===== config.mk =====
export PLATFORM = sky130hd
export DESIGN_NAME = tlul_req_guard
export DESIGN_NICKNAME = d
export VERILOG_FILES = /design/src/rtl/tlul_guard_pkg.sv /design/src/rtl/tlul_opc_class.sv /design/src/rtl/tlul_mask_check.sv /design/src/rtl/tlul_err_flop.sv /design/src/rtl/tlul_req_guard.sv
export SDC_FILE = /design/constraint.sdc
export NUM_CORES = 1
export LEC_CHECK = 0
export BUFFER_PORTS_ARGS = -buffer_cell sky130_fd_sc_hd__clkbuf_2
export CAP_MARGIN = 15
export CORE_AREA = 2 2 39 41
export DETAILED_ROUTE_END_ITERATION = 10
export DIE_AREA = 0 0 41 43
export PLACE_DENSITY_LB_ADDON = 0.3
export SLEW_MARGIN = 20
export SYNTH_ARGS = -nofsm -noshare
export SYNTH_HDL_FRONTEND = slang
export SYNTH_SLANG_ARGS = --single-unit

===== constraint.sdc =====
create_clock -name clk -period 0.8 [get_ports clk]
set_clock_uncertainty 0.1 [all_clocks]
set_input_delay 0.12 -clock clk [delete_from_list [all_inputs] [get_ports clk]]
set_output_delay 0.12 -clock clk [all_outputs]
set_load 0.02 [all_outputs]

===== src/rtl/tlul_guard_pkg.sv =====
package tlul_guard_pkg;

  localparam logic [2:0] OPC_PUT_FULL = 3'd0;
  localparam logic [2:0] OPC_PUT_PART = 3'd1;
  localparam logic [2:0] OPC_GET      = 3'd4;

  typedef enum logic [1:0] {
    CLS_PUT_FULL = 2'd0,
    CLS_PUT_PART = 2'd1,
    CLS_GET      = 2'd2,
    CLS_BAD      = 2'd3
  } req_cls_e;

  typedef enum logic [2:0] {
    ERR_NONE      = 3'd0,
    ERR_OPCODE    = 3'd1,
    ERR_SIZE      = 3'd2,
    ERR_SIZE_MASK = 3'd3,
    ERR_GAP       = 3'd4,
    ERR_PFD_LANES = 3'd5
  } guard_err_e;

endpackage


===== src/rtl/tlul_opc_class.sv =====
module tlul_opc_class
  import tlul_guard_pkg::*;
(
  input  logic [2:0] opcode_i,
  output req_cls_e   cls_o
);
  always_comb begin
    unique case (opcode_i)
      OPC_PUT_FULL: cls_o = CLS_PUT_FULL;
      OPC_PUT_PART: cls_o = CLS_PUT_PART;
      OPC_GET:      cls_o = CLS_GET;
      default:      cls_o = CLS_BAD;
    endcase
  end
endmodule


===== src/rtl/tlul_mask_check.sv =====
module tlul_mask_check
  import tlul_guard_pkg::*;
#(
  parameter int MASK_W = 4,
  parameter int SIZE_W = 2,
  parameter int CNT_W  = $clog2(MASK_W) + 1
) (
  input  req_cls_e          cls_i,
  input  logic [SIZE_W-1:0] size_i,
  input  logic [MASK_W-1:0] mask_i,
  output logic              gap_o,
  output logic [CNT_W-1:0]  lanes_o,
  output guard_err_e        err_o
);
  localparam int MAX_SIZE = $clog2(MASK_W);

  // number of set bits in a lane vector
  function automatic logic [CNT_W-1:0] ones(input logic [MASK_W-1:0] v);
    logic [CNT_W-1:0] acc;
    acc = '0;
    for (int i = 0; i < MASK_W; i++) acc = acc + {{(CNT_W-1){1'b0}}, v[i]};
    return acc;
  endfunction

  // byte count allowed by a size field
  function automatic logic [CNT_W-1:0] size_bytes(input logic [SIZE_W-1:0] s);
    return CNT_W'(1) << s;
  endfunction

  logic [MASK_W-1:0] run_start;
  logic [CNT_W-1:0]  lim;
  logic              size_big;
  logic              get_cnt_ok;

  // a lane begins a run when it is set and its lower neighbour is clear
  for (genvar i = 0; i < MASK_W; i++) begin : g_lane
    if (i == 0) begin : g_first
      assign run_start[i] = mask_i[i];
    end else begin : g_rest
      assign run_start[i] = mask_i[i] & ~mask_i[i-1];
    end
  end

  assign gap_o      = ones(run_start) > CNT_W'(1);
  assign lanes_o    = ones(mask_i);
  assign lim        = size_bytes(size_i);
  assign size_big   = size_i > SIZE_W'(MAX_SIZE);
  assign get_cnt_ok = (lanes_o <= lim) && ({lanes_o, 1'b0} > {1'b0, lim});

  always_comb begin
    err_o = ERR_NONE;
    if (cls_i == CLS_BAD) begin
      err_o = ERR_OPCODE;
    end else if (size_big) begin
      err_o = ERR_SIZE;
    end else begin
      unique case (cls_i)
        CLS_GET: begin
          if (gap_o)            err_o = ERR_GAP;
          else if (!get_cnt_ok) err_o = ERR_SIZE_MASK;
        end
        CLS_PUT_FULL: begin
          if (size_i != SIZE_W'(MAX_SIZE)) err_o = ERR_SIZE_MASK;
          else if (!(&mask_i))             err_o = ERR_PFD_LANES;
        end
        CLS_PUT_PART: begin
          if (lanes_o == '0 || lanes_o > lim) err_o = ERR_SIZE_MASK;
        end
        default: err_o = ERR_NONE;
      endcase
    end
  end
endmodule


===== src/rtl/tlul_err_flop.sv =====
module tlul_err_flop
  import tlul_guard_pkg::*;
(
  input  logic       clk,
  input  logic       rst_n,
  input  logic       capture_i,
  input  guard_err_e err_i,
  output logic       viol_o,
  output logic [2:0] code_o
);
  always_ff @(posedge clk or negedge rst_n) begin
    if (!rst_n) begin
      viol_o <= 1'b0;
      code_o <= 3'd0;
    end else if (capture_i) begin
      viol_o <= (err_i != ERR_NONE);
      code_o <= err_i;
    end else begin
      viol_o <= 1'b0;
      code_o <= 3'd0;
    end
  end
endmodule


===== src/rtl/tlul_req_guard.sv =====
module tlul_req_guard
  import tlul_guard_pkg::*;
#(
  parameter int DATA_W = 32,
  parameter int SIZE_W = 2,
  parameter int MASK_W = DATA_W / 8,
  parameter int CNT_W  = $clog2(MASK_W) + 1
) (
  input  logic              clk,
  input  logic              rst_n,
  input  logic              a_valid_i,
  input  logic [2:0]        a_opcode_i,
  input  logic [SIZE_W-1:0] a_size_i,
  input  logic [MASK_W-1:0] a_mask_i,
  output logic              a_ready_o,
  output logic              a_valid_o,
  output logic [2:0]        a_opcode_o,
  output logic [SIZE_W-1:0] a_size_o,
  output logic [MASK_W-1:0] a_mask_o,
  input  logic              a_ready_i,
  output logic              viol_o,
  output logic [2:0]        err_code_o
);
  // named internal events for the checker
  logic             acc_beat;
  logic             gap_seen;
  logic [CNT_W-1:0] lane_cnt;
  req_cls_e         cls;
  guard_err_e       beat_err;

  assign a_valid_o  = a_valid_i;
  assign a_opcode_o = a_opcode_i;
  assign a_size_o   = a_size_i;
  assign a_mask_o   = a_mask_i;
  assign a_ready_o  = a_ready_i;
  assign acc_beat   = a_valid_i & a_ready_i;

  tlul_opc_class u_cls (
    .opcode_i (a_opcode_i),
    .cls_o    (cls)
  );

  tlul_mask_check #(
    .MASK_W (MASK_W),
    .SIZE_W (SIZE_W),
    .CNT_W  (CNT_W)
  ) u_mask (
    .cls_i   (cls),
    .size_i  (a_size_i),
    .mask_i  (a_mask_i),
    .gap_o   (gap_seen),
    .lanes_o (lane_cnt),
    .err_o   (beat_err)
  );

  tlul_err_flop u_flop (
    .clk       (clk),
    .rst_n     (rst_n),
    .capture_i (acc_beat),
    .err_i     (beat_err),
    .viol_o    (viol_o),
    .code_o    (err_code_o)
  );
endmodule


Yosys cells after proc, flatten, opt, wreduce, memory -nomap -nowiden
Cells that the tools add are included.
{"block": "word_totals", "ff_bits": 4, "in_bits": 13, "output_inout_bits": 15, "elab_cells": 45}
{"block": "op_classes", "n_addsub": 6, "magnitude_cmp": 5, "eq_ne": 6, "shift": 1, "n_mux": 11, "bitwise_logic": 7, "n_reduce_logical": 7}
{"op": "$mux 3", "n": 6}
{"op": "$add 3x1->3", "n": 4}
{"op": "$pmux 3 s3", "n": 1}
{"op": "$logic_not 3->1", "n": 2}
{"op": "$pmux 2 s3", "n": 1}
{"op": "$add 1x1->2", "n": 2}
{"op": "$and 1x1->1", "n": 4}
{"op": "$eq 2x2->1 const B", "n": 2}
{"op": "$gt 4x3->1", "n": 1}
{"op": "$mux 2", "n": 2}
{"op": "$reduce_and 4->1", "n": 1}
{"op": "$eq 3x1->1 const B", "n": 1}
{"op": "$eq 3x3->1 const B", "n": 1}
{"op": "$gt 3x1->1 const B", "n": 1}
{"op": "$gt 3x3->1", "n": 1}
{"op": "$le 3x3->1", "n": 1}
{"op": "$not 1->1", "n": 3}
{"op": "$reduce_bool 3->1", "n": 1}
{"op": "$shl 1x2->3 const A", "n": 1}
{"op": "$eq 2x1->1 const B", "n": 1}
{"op": "$gt 2x2->1 const B", "n": 1}
{"op": "$logic_not 2->1", "n": 1}
{"op": "$ne 2x2->1 const B", "n": 1}
{"op": "$logic_and 1x1->1", "n": 1}
{"op": "other kinds (2)", "n": 2}

Depth between registers and ports, before layout
Gate-level depths: netlist of run 1.
{"block": "depth", "word_depth": 12, "depth_mapped": 10, "depth_no_buf": 10}

By module
A second synthesis of run 1 with hierarchy kept.
{"block": "hier_totals", "hier_cells": 83, "area_unflattened_um2": 671.9}
{"module": "tlul_mask_check", "instances": 1, "cells_each": 61, "area_each_um2": 441.7, "seq_area_each_um2": 0.0}
{"module": "tlul_err_flop", "instances": 1, "cells_each": 8, "area_each_um2": 128.9, "seq_area_each_um2": 100.1}
{"module": "tlul_req_guard", "instances": 1, "cells_each": 12, "area_each_um2": 88.8, "seq_area_each_um2": 0.0}
{"module": "tlul_opc_class", "instances": 1, "cells_each": 2, "area_each_um2": 12.5, "seq_area_each_um2": 0.0}

Worst setup path after synthesis of run 1
No wires, ideal clock.
{"block": "synth_path", "path_type": "input port to flip-flop", "start": "input a_mask_i[0]", "end": "register u_flop.code_o[0]", "setup_time_ns": 0.094, "arrival_ns": 2.086, "t_required_ns": 0.606, "setup_slack_ns": -1.480, "cell_stages": 8, "n_path_buf": 0, "cell_sequence": "inv_1 -> ha_1 -> fa_1 -> fa_1 -> and4b_1 -> o2111ai_1 -> and3_1 -> a211oi_1"}
{"block": "synth_via", "elab_chain_len": 11, "word_cells_on_any_way": 25, "cone_classes": "6 x add/sub; 4 x order compare; 9 x mux; 2 x bitwise; 4 x reduce/logical"}
{"element": "start: declaration", "line": "tlul_req_guard.sv:14", "rtl": "input logic [MASK_W-1:0] a_mask_i,"}
{"element": "$add 1x1->2 or $not 1->1 (tied branches)", "line": "tlul_mask_check.sv:21, tlul_mask_check.sv:40"}
{"element": "$add 3x1->3 or $and 1x1->1 (tied branches)", "line": "tlul_mask_check.sv:21, tlul_mask_check.sv:40"}
{"element": "$add 3x1->3 or $add 1x1->2 (tied branches)", "line": "tlul_mask_check.sv:21", "rtl": "for (int i = 0; i < MASK_W; i++) acc = acc + {{(CNT_W-1){1'b0}}, v[i]};"}
{"element": "$gt 4x3->1 (tied with other cells)", "line": "tlul_mask_check.sv:48", "rtl": "assign get_cnt_ok = (lanes_o <= lim) && ({lanes_o, 1'b0} > {1'b0, lim});"}
{"element": "$logic_and 1x1->1 or $add 3x1->3 (tied branches)", "line": "tlul_mask_check.sv:48, tlul_mask_check.sv:21"}
{"element": "$mux 2 or $gt 3x1->1 (tied branches)", "line": "tlul_mask_check.sv:60, tlul_mask_check.sv:44"}
{"element": "$mux 3", "line": "tlul_mask_check.sv:59", "rtl": "if (gap_o) err_o = ERR_GAP;"}
{"element": "$pmux 3 s3 *", "line": "tlul_mask_check.sv:57", "rtl": "unique case (cls_i)"}
{"element": "$mux 3 *", "line": "tlul_mask_check.sv:54", "rtl": "end else if (size_big) begin"}
{"element": "$mux 3 *", "line": "tlul_mask_check.sv:52", "rtl": "if (cls_i == CLS_BAD) begin"}
{"element": "$mux 3 *", "line": "tlul_err_flop.sv:15", "rtl": "end else if (capture_i) begin"}
{"element": "end signal: assignment", "line": "tlul_err_flop.sv:17", "rtl": "code_o <= err_i;"}
{"element": "end: declaration", "line": "tlul_err_flop.sv:9", "rtl": "output logic [2:0] code_o"}
Every way passes the cells marked *; elsewhere a longest branch is shown, timed or not.

Final worst setup path of run 1
{"block": "layout_path", "start": "input a_mask_i[1]", "end": "register u_flop.code_o[1]"}
{"block": "layout_via", "elab_chain_len": 11, "word_cells_on_any_way": 23, "cone_classes": "6 x add/sub; 4 x order compare; 7 x mux; 3 x bitwise; 3 x reduce/logical"}
{"element": "$add 1x1->2", "line": "tlul_mask_check.sv:21"}
{"element": "$add 3x1->3 (2 in a row)", "line": "tlul_mask_check.sv:21"}
{"element": "$gt 4x3->1 or $le 3x3->1 (tied branches)", "line": "tlul_mask_check.sv:48"}
{"element": "$logic_and 1x1->1", "line": "tlul_mask_check.sv:48"}
{"element": "$mux 2", "line": "tlul_mask_check.sv:60", "rtl": "else if (!get_cnt_ok) err_o = ERR_SIZE_MASK;"}
{"element": "$mux 3", "line": "tlul_mask_check.sv:59"}
{"element": "$pmux 3 s3 *", "line": "tlul_mask_check.sv:57"}
{"element": "$mux 3 *", "line": "tlul_mask_check.sv:54"}
{"element": "$mux 3 *", "line": "tlul_mask_check.sv:52"}
{"element": "$mux 3 *", "line": "tlul_err_flop.sv:15"}
Marks and branches as above.

==> summary.txt, run 1 <==
Status
  • Outcome: finished, violations left
  • Violated checks: negative setup slack

Synth
  • Top-count cell post-synth: buf_4
  • Synthesized area: 631 um2
  • Synth Area in Adders: 0.242
  • Post-synthesis simple-gate area fraction: 0.240
  • Ys flop type: dfrtp_1
  • Synth Instances: 77
  • Post-synth top area share: 0.179
  • Synth cell types: 26
  • Ys async rst share: 1.00
  • Synth Area in Compound Gates: 0.167
  • Syn Nets: 101
  • Largest family of logic cells by synthesized area: adder cells
  • Post-synth EDFFs: 0
  • Area share of xor/xnor cells in the synthesized design: 0.0139
  • Syn avg cell area: 8.19 um2
  • Mux share of post-synthesis cell area: 0
  • Seq/Total Area, Yosys: 0.159
  • Synth area leaders: ha_1 (18%), dfrtp_1 (16%), buf_4 (13%), fa_1 (6.3%), inv_1 (4.8%)
  • Synth area leader: ha_1
  • Post-synth top cells: buf_4 (11), ha_1 (9), inv_1 (8), nand2_1 (8), nor2_1 (6)
  • #FFs+latches synth: 4
  • Yosys warnings: 0

Power and ir drop
  • PD cells: 1020 mW/mm2
  • Leak pwr: 0.527 nW
  • Max IR drop VDD: 0.484 mV

Global routing
  • Vias in the first global route: 599
  • Overall routing resource usage: 0.194
  • Largest net degree at the start of global routing: 9
  • First-pass GRT wire length: 2370 um
  • Grt ovf: 0
  • Initial antenna violation count: 0

Setup path
  • Worst EP arrival: 2.16 ns
  • WS Path Type: input pin to flip-flop
  • CP top delay family: adder cells
  • Largest stage delay, worst path: 0.52 ns
  • CP endpoint kind: flip-flop
  • WP buf/inv: 2
  • Crit-path slowest cell: fa_1
  • Req. time, crit path: 0.85 ns
  • CP Cell Sequence: clkbuf_16 > inv_12 > ha_4 > fa_2 > fa_1 > and4b_1 > o2111ai_2 > and4_1 > a211oi_2
  • Crit Path Max Fanout: 3
  • Type of origin of the critical path: input pin

STA
  • Endpoints failing hold: 0
  • RSZ-0062 raised after global routing: yes
  • Worst-Margin Slew: 0.291 ns
  • Setup-failing EPs final: 8
  • Tcrit/Tclk final: 2.64
  • Setup TNS: -5.03 ns
  • Setup slack after layout: -1.31 ns
  • Period minus WS final: 2.11 ns
  • Fmax: 473 MHz
  • Max_slew headroom: 0.806
  • Pins Over Slew Limit: 0

Placed design
  • Post-Place Cell Area: 901 um2
  • Placed cells: 128
  • Port bufs: 27
  • HPWL after detailed placement: 1260 um
  • Routability cong.: 0.800

Floorplanning
  • Die width: 41 um
  • Core ar.: 0.00138 mm2
  • Ports: 28
  • Die Y: 43 um
  • Rows: 14
  • Die outline area: 0.00176 mm2
  • Starting Density: 0.456

Route
  • Remaining antenna violation count after routing: 0
  • Avg WL per Cell: 13.3 um
  • Drt pass-1 iters: 4
  • DRC viols: 0
  • Final wirelength: 1790 um
  • Vias per inst: 5.29
  • Total number of vias: 709
  • Iter 0 DRT Violations: 13

Finish
  • Utilization after layout: 0.794
  • Final Non-Filler Cells: 134
  • N_diodes: 0
  • Post-Layout Inst Area: 0.00110 mm2
  • Nets: 144
  • FILL cells: 81
  • Proportion of layout cells with a drive suffix above 1: 0.593
  • Area growth, synth to finish: 74.2%

Clock network
  • CTS Buf Count: 3
  • H-Tree Depth: 1
  • Clk sinks: 4
  • CTS root buf: clkbuf_4
  • Max clock buf depth: 2
  • CTS tree: yes
  • Clock Pin Slew Worst Setup and Hold Paths: 0.04 ns

Flow run
  • Max-cap violations: 0

Min path
  • Min-Delay Path Class: input pin to flip-flop
layer usage:
| layer | up-vias | GRT usage | routed length, um |
|---|---|---|---|
| met4 | 0 | 0.0933 | 56 |
| met3 | 8 | 0.0157 | 116 |
| met2 | 38 | 0.303 | 874 |
| met1 | 318 | 0.254 | 740 |
| met5 | - | 0 | 0 |
| li1 | 345 | - | - |
where the power goes:
group | leakage (nW) | switching [mW] | internal, mW | total [mW]
sequential | 0.0541 | 0.00418 | 0.212 | 0.216
combinational | 0.459 | 0.315 | 0.325 | 0.640
clock | 0.0138 | 0.0937 | 0.169 | 0.262
total | 0.527 | 0.413 | 0.705 | 1.12
cells in the final DEF, fill, tap and decap left out, drive strengths merged, types with 2 or more instances in the layout:
master  instances
a211oi          3
a21o            2
a21oi           2
a31oi           4
and3            2
and4            2
buf            28
clkbuf         23
dfrtp           4
fa              2
ha              9
inv             8
nand2           8
nand2b          2
nor2            6
nor2b           2
layout make-up:
cell class	count	area, um2	share of cell area
clock buffer	3	22.5	0.0205
inverter	8	45.0	0.0410
multi-input combinational	54	539	0.491
sequential	4	100	0.0911
tap	16	20.0	0.0182
timing repair buffer	49	372	0.338
cells by family after synthesis:
logic type / count (synthesis)
XOR/XNOR: 1
AND/OR/NAND/NOR: 27
flip-flops: 4
adder cells (fa/ha/maj): 11
AO/OA/AOI/OAI: 15
buffers and inverters: 19
registers in the layout, summed over array words and instances (netlist names):
name,count
u_flop.viol_o,1
u_flop.code_o,3
timing repair:
item / in CTS / in global routing
gates resized for setup: 7 / 34
endpoints found under the setup margin: 9 / 9
hold endpoints to repair: 4 / 0
hold buffers: 1 / 0
pin swaps: 5 / 9
setup buffers: 0 / 3
final timing paths:
check	startpoint	endpoint	cells past startpoint
max	a_mask_i[1]	u_flop.code_o[1]$_DFF_PN0_	9
min	a_ready_i	u_flop.code_o[2]$_DFF_PN0_	3
max in group asynchronous	rst_n	u_flop.viol_o$_DFF_PN0_	2
min in group asynchronous	rst_n	u_flop.code_o[1]$_DFF_PN0_	2
stage by stage:
stage	power (mW)	setup slack [ns]	hold slack (ns)
floorplan	0.546	-1.31	-0.276
global placement	0.714	-1.57	-0.175
detailed placement	0.731	-1.71	-0.170
CTS	1.02	-1.31	0.115
global route	1.20	-1.40	0.142
finish	1.12	-1.31	0.124
Power figures use the tool's default switching activity.
==> inputs of run 2 (changes only) <==
- CORE_AREA: 2 2 39 41 -> unset
- CORE_MARGIN: unset -> 2
- CORE_UTILIZATION: unset -> 45
- DIE_AREA: 0 0 41 43 -> unset
- clock period: 0.8 -> 2 ns (I/O delays scaled with it)
==> summary.txt, run 2 (synthesized netlist as in run 1, its figures left out) <==
Status
  • Outcome: finished, violations left
  • Violated checks: negative setup slack

STA
  • Period minus WS final: 2.31 ns
  • Tcrit/Tclk final: 1.16
  • Setup TNS: -0.850 ns
  • Max_slew headroom: 0.774
  • Setup slack after layout: -0.312 ns
  • Endpoints failing hold: 0
  • Pins Over Slew Limit: 0
  • Setup-failing EPs final: 3
  • Worst-Margin Slew: 0.338 ns
  • Fmax: 433 MHz
  • RSZ-0062 raised after global routing: yes

Route
  • Vias per inst: 5.60
  • DRC viols: 0
  • Final wirelength: 1500 um
  • Drt pass-1 iters: 4
  • Avg WL per Cell: 12.4 um
  • Iter 0 DRT Violations: 24
  • Total number of vias: 677
  • Remaining antenna violation count after routing: 0

Finish
  • Register area: 100 um2
  • N_diodes: 0
  • Commonest cells after routing, fill and taps aside: clkbuf_2 (25), buf_4 (9), nand2_1 (8)
  • Most flops, register: u_flop.code_o
  • Multi-input logic area: 487 um2
  • Area growth, synth to finish: 44.6%
  • Proportion of layout cells with a drive suffix above 1: 0.481
  • Max FFs per register: 3
  • Nets: 132
  • Most common cell after layout, fill and taps aside: clkbuf_2
  • Regs by FF count: u_flop.code_o: 3 flops, u_flop.viol_o: 1 flops
  • FILL cells: 120
  • Final Non-Filler Cells: 121

Power and ir drop
  • Max IR drop VDD: 0.213 mV
  • PnR Total Power: 0.396 mW
  • PD cells: 435 mW/mm2
  • Leak pwr: 0.452 nW

Floorplanning
  • Rows: 13
  • Die outline area: 0.00172 mm2
  • Die width: 41.4 um
  • Ports: 28
  • Core ar.: 0.00130 mm2
  • Starting Density: 0.485
  • Die Y: 41.4 um

Min path
  • Min-Delay Path Class: input pin to asynchronous set/reset pin

Setup path
  • CP Cell Sequence: clkbuf_16 > inv_12 > ha_4 > fa_2 > fa_1 > and4b_1 > o2111ai_2 > and3_4 > a211oi_2
  • Crit-path slowest cell: fa_1
  • Type of origin of the critical path: input pin
  • WP buf/inv: 2
  • Worst EP arrival: 2.35 ns
  • Crit Path Max Fanout: 3
  • Req. time, crit path: 2.04 ns
  • Cell depth of the worst setup path: 9
  • Largest stage delay, worst path: 0.55 ns
  • CP top delay family: adder cells
  • WS Path Type: input pin to flip-flop
  • CP endpoint kind: flip-flop

Placed design
  • Routability cong.: 0.851
  • Post-Place Setup Slack: -0.613 ns
  • Placed cells: 117
  • Port bufs: 27
  • HPWL after detailed placement: 1190 um

Clock network
  • Post-CTS Setup Inserts: 0
  • Clk sinks: 4
  • H-Tree Depth: 1
  • CTS Buf Count: 3
  • Clock Pin Slew Worst Setup and Hold Paths: 0.04 ns
  • CTS root buf: clkbuf_4
  • CTS tree: yes
  • Max clock buf depth: 2

Global routing
  • Grt ovf: 0
  • Largest net degree at the start of global routing: 9
  • Vias in the first global route: 638
  • First-pass GRT wire length: 2610 um
  • Overall routing resource usage: 0.199
  • Initial antenna violation count: 0

Flow run
  • Max-cap violations: 0
==> run 2: cell count changes in the layout (fill, tap and decap cells not counted), moves of 2 or more <==
cell / before / now
ha_4: 5 / 3
clkbuf_2: 19 / 25
buf_6: 9 / 1
buf_4: 18 / 9
ha_1: 3 / 6
==> run 2: area by class of cell <==
class	instances	share of cell area
clock buffer	3	0.0247
inverter	8	0.0494
multi-input combinational	54	0.534
sequential	4	0.110
tap	15	0.0206
timing repair buffer	37	0.262
==> run 2: where the power goes <==
part	internal, mW	leakage (nW)	switching, mW
Sequential	0.0848	0.0541	0.000697
Combinational	0.0991	0.384	0.112
Clock	0.0671	0.0138	0.0328
Total	0.251	0.452	0.145
==> run 2: stage by stage <==
stage | utilization | area [um2] | hold WS (ns)
CTS | 0.677 | 881 | 0.291
global route | 0.701 | 912 | 0.313
floorplan | - | 679 | -0.0956
global placement | 0.629 | 818 | 0.00603
detailed placement | 0.629 | 818 | 0.0105
finish | 0.701 | 912 | 0.300
==> run 2: what timing repair did <==
action / in CTS / in global routing
hold endpoints to repair: 4 / 0
pin swaps: 8 / 1
setup endpoints to repair: 3 / 3
hold buffers: 1 / 0
resized for setup: 5 / 7
gates cloned: 0 / 0
==> run 2: path summary, 6_finish.rpt <==
| kind | from | endpoint | slack (ns) |
|---|---|---|---|
| min | rst_n | u_flop.viol_o$_DFF_PN0_ | 0.30 |
| min in group clk | a_ready_i | u_flop.code_o[1]$_DFF_PN0_ | 0.32 |
| max | a_mask_i[1] | u_flop.code_o[0]$_DFF_PN0_ | -0.31 |
| max in group asynchronous | rst_n | u_flop.code_o[1]$_DFF_PN0_ | 1.38 |
==> run 2: routing by layer <==
metal  share of wire  GRT usage  up-vias
met5               0          0        -
met4           0.042      0.148        0
met3           0.082     0.0522        8
met2            0.48      0.316       32
met1            0.40      0.226      315
li1                -          -      322
==> inputs of run 3 (changes only) <==
- CORE_UTILIZATION: 45 -> 46
- SYNTH_HIERARCHICAL: unset -> 1
- clock period: 2 -> 2.5 ns (I/O delays scaled with it)
==> summary.txt, run 3 <==
Floorplanning
  • Die Y: 42.0 um
  • Ports: 28
  • Starting Density: 0.504
  • Die outline area: 0.00176 mm2
  • Rows: 13
  • Core ar.: 0.00132 mm2
  • Die width: 42.0 um

STA
  • Pins Over Slew Limit: 0
  • Hold Slack: 0.385 ns
  • Setup TNS: -0.123 ns
  • Tcrit/Tclk final: 1.04
  • Endpoints failing hold: 0
  • RSZ-0062 raised after global routing: yes
  • Period minus WS final: 2.60 ns
  • Setup slack after layout: -0.105 ns
  • Setup-failing EPs final: 2
  • Fmax: 384 MHz
  • Worst-Margin Slew: 0.273 ns
  • Max_slew headroom: 0.817

Synth
  • Syn avg cell area: 8.10 um2
  • Synth Instances: 82
  • Yosys warnings: 6
  • Syn Nets: 107
  • Synthesized area: 664 um2

Clock network
  • CTS tree: yes
  • CTS root buf: clkbuf_4
  • Clk sinks: 4
  • H-Tree Depth: 1
  • Post-CTS Setup Inserts: 0
  • Max clock buf depth: 2
  • Clock Pin Slew Worst Setup and Hold Paths: 0.04 ns
  • CTS Buf Count: 3

Status
  • Outcome: finished, violations left
  • Violated checks: negative setup slack

Route
  • Vias per inst: 5.14
  • Total number of vias: 637
  • Remaining antenna violation count after routing: 0
  • Avg WL per Cell: 10.7 um
  • DRC viols: 0
  • Drt pass-1 iters: 4
  • Final wirelength: 1330 um
  • Iter 0 DRT Violations: 24

Finish
  • N_diodes: 0
  • Nets: 136
  • Area growth, synth to finish: 26.6%
  • Most common cell after layout, fill and taps aside: clkbuf_2
  • Commonest cells after routing, fill and taps aside: clkbuf_2 (26), ha_1 (10), inv_1 (8)
  • FILL cells: 128
  • Max FFs per register: 3
  • Proportion of layout cells with a drive suffix above 1: 0.404
  • Utilization after layout: 0.638
  • Most flops, register: u_flop/code_o
  • Regs by FF count: u_flop/code_o: 3 flops, u_flop/viol_o: 1 flops

Global routing
  • Largest net degree at the start of global routing: 8
  • Grt ovf: 0
  • Initial antenna violation count: 0
  • Overall routing resource usage: 0.155
  • First-pass GRT wire length: 2130 um
  • Vias in the first global route: 550

Setup path
  • Req. time, crit path: 2.52 ns
  • Worst EP arrival: 2.62 ns
  • Crit Path Max Fanout: 4
  • CP endpoint kind: flip-flop
  • Type of origin of the critical path: input pin
  • Worst path most repeated cell: o22ai_1
  • Largest stage delay, worst path: 0.56 ns
  • Crit-path slowest cell: fa_1
  • CP Cell Sequence: buf_6 > fa_1 > ha_2 > xor2_1 > ha_1 > a211oi_4 > o22ai_1 > a21oi_1 > o22ai_1 > o31a_1
  • WS Path Type: input pin to flip-flop

Placed design
  • Routability cong.: 0.828
  • Post-Place Setup Slack: -0.367 ns
  • Port bufs: 27
  • HPWL after detailed placement: 1150 um

Flow run
  • Max-cap violations: 0

Power and ir drop
  • Leak pwr: 0.443 nW
  • PD cells: 403 mW/mm2
  • Max IR drop VDD: 0.226 mV

Min path
  • Min-Delay Path Class: input pin to asynchronous set/reset pin
==> run 3: cell count changes in the layout (fill, tap and decap cells not counted), moves of 3 or more <==
cell,previous run,this run
nand2_1,8,3
a21oi_1,2,6
and2_1,0,4
ha_1,6,10
o21ai_1,0,4
a31oi_1,4,1
ha_4,3,0
nor2_1,6,3
nor3_1,1,4
or2_1,0,3
==> run 3: through the flow <==
step	power (mW)	instance area (um2)	cells
2_1_floorplan	0.197	667	82
3_3_place_gp	0.241	791	120
3_5_place_dp	0.247	791	120
4_1_cts	0.332	823	124
5_1_grt	0.373	841	124
6_report	0.339	841	124
==> run 3: critical path, delay by kind of cell <==
| kind | cells | cell delay, ns |
|---|---|---|
| compound gates | 5 | 0.94 |
| fa+ha+maj | 3 | 1.04 |
| xor+xnor | 1 | 0.17 |
| buf+inv | 1 | 0.10 |
==> run 3: cell type report <==
cell class	instances	area [um2]	share of cell area
multi-input cells	59	465	0.554
inverters	8	30.0	0.0357
well taps	15	18.8	0.0223
clock buffers	3	22.5	0.0268
flip-flops and latches	4	100	0.119
repair buffers	35	204	0.243
==> run 3: path summary, 6_finish.rpt <==
check | from | to | slack [ns] | depth (start not counted)
setup / recovery | a_mask_i[3] | u_flop/viol_o$_DFF_PN0_ | -0.10 | 10
max in group asynchronous | rst_n | u_flop/viol_o$_DFF_PN0_ | 1.79 | 2
min in group clk | a_ready_i | u_flop/viol_o$_DFF_PN0_ | 0.42 | 3
hold / removal | rst_n | u_flop/code_o[0]$_DFF_PN0_ | 0.39 | 2
==> run 3: layer usage <==
layer / vias to the layer above / part of all wire / global-route usage
met5: - / 0 / 0
met4: 0 / 0 / 0.0194
met3: 0 / 0.081 / 0.0517
met2: 23 / 0.50 / 0.281
met1: 284 / 0.42 / 0.179
li1: 330 / - / -
==> run 3: power breakdown <==
| part | internal, mW | switching [mW] | leakage [nW] | total [mW] |
|---|---|---|---|---|
| logic | 0.0865 | 0.104 | 0.376 | 0.190 |
| registers | 0.0683 | 0.000693 | 0.0541 | 0.0690 |
| clock network | 0.0537 | 0.0262 | 0.0138 | 0.0799 |
==> run 3: repair_timing <==
action                                 CTS  global route
gates resized for setup                  0             5
hold buffers                             1             0
setup endpoints to repair                3             3
endpoints found under the hold margin    4             0
pin swaps                                3             2
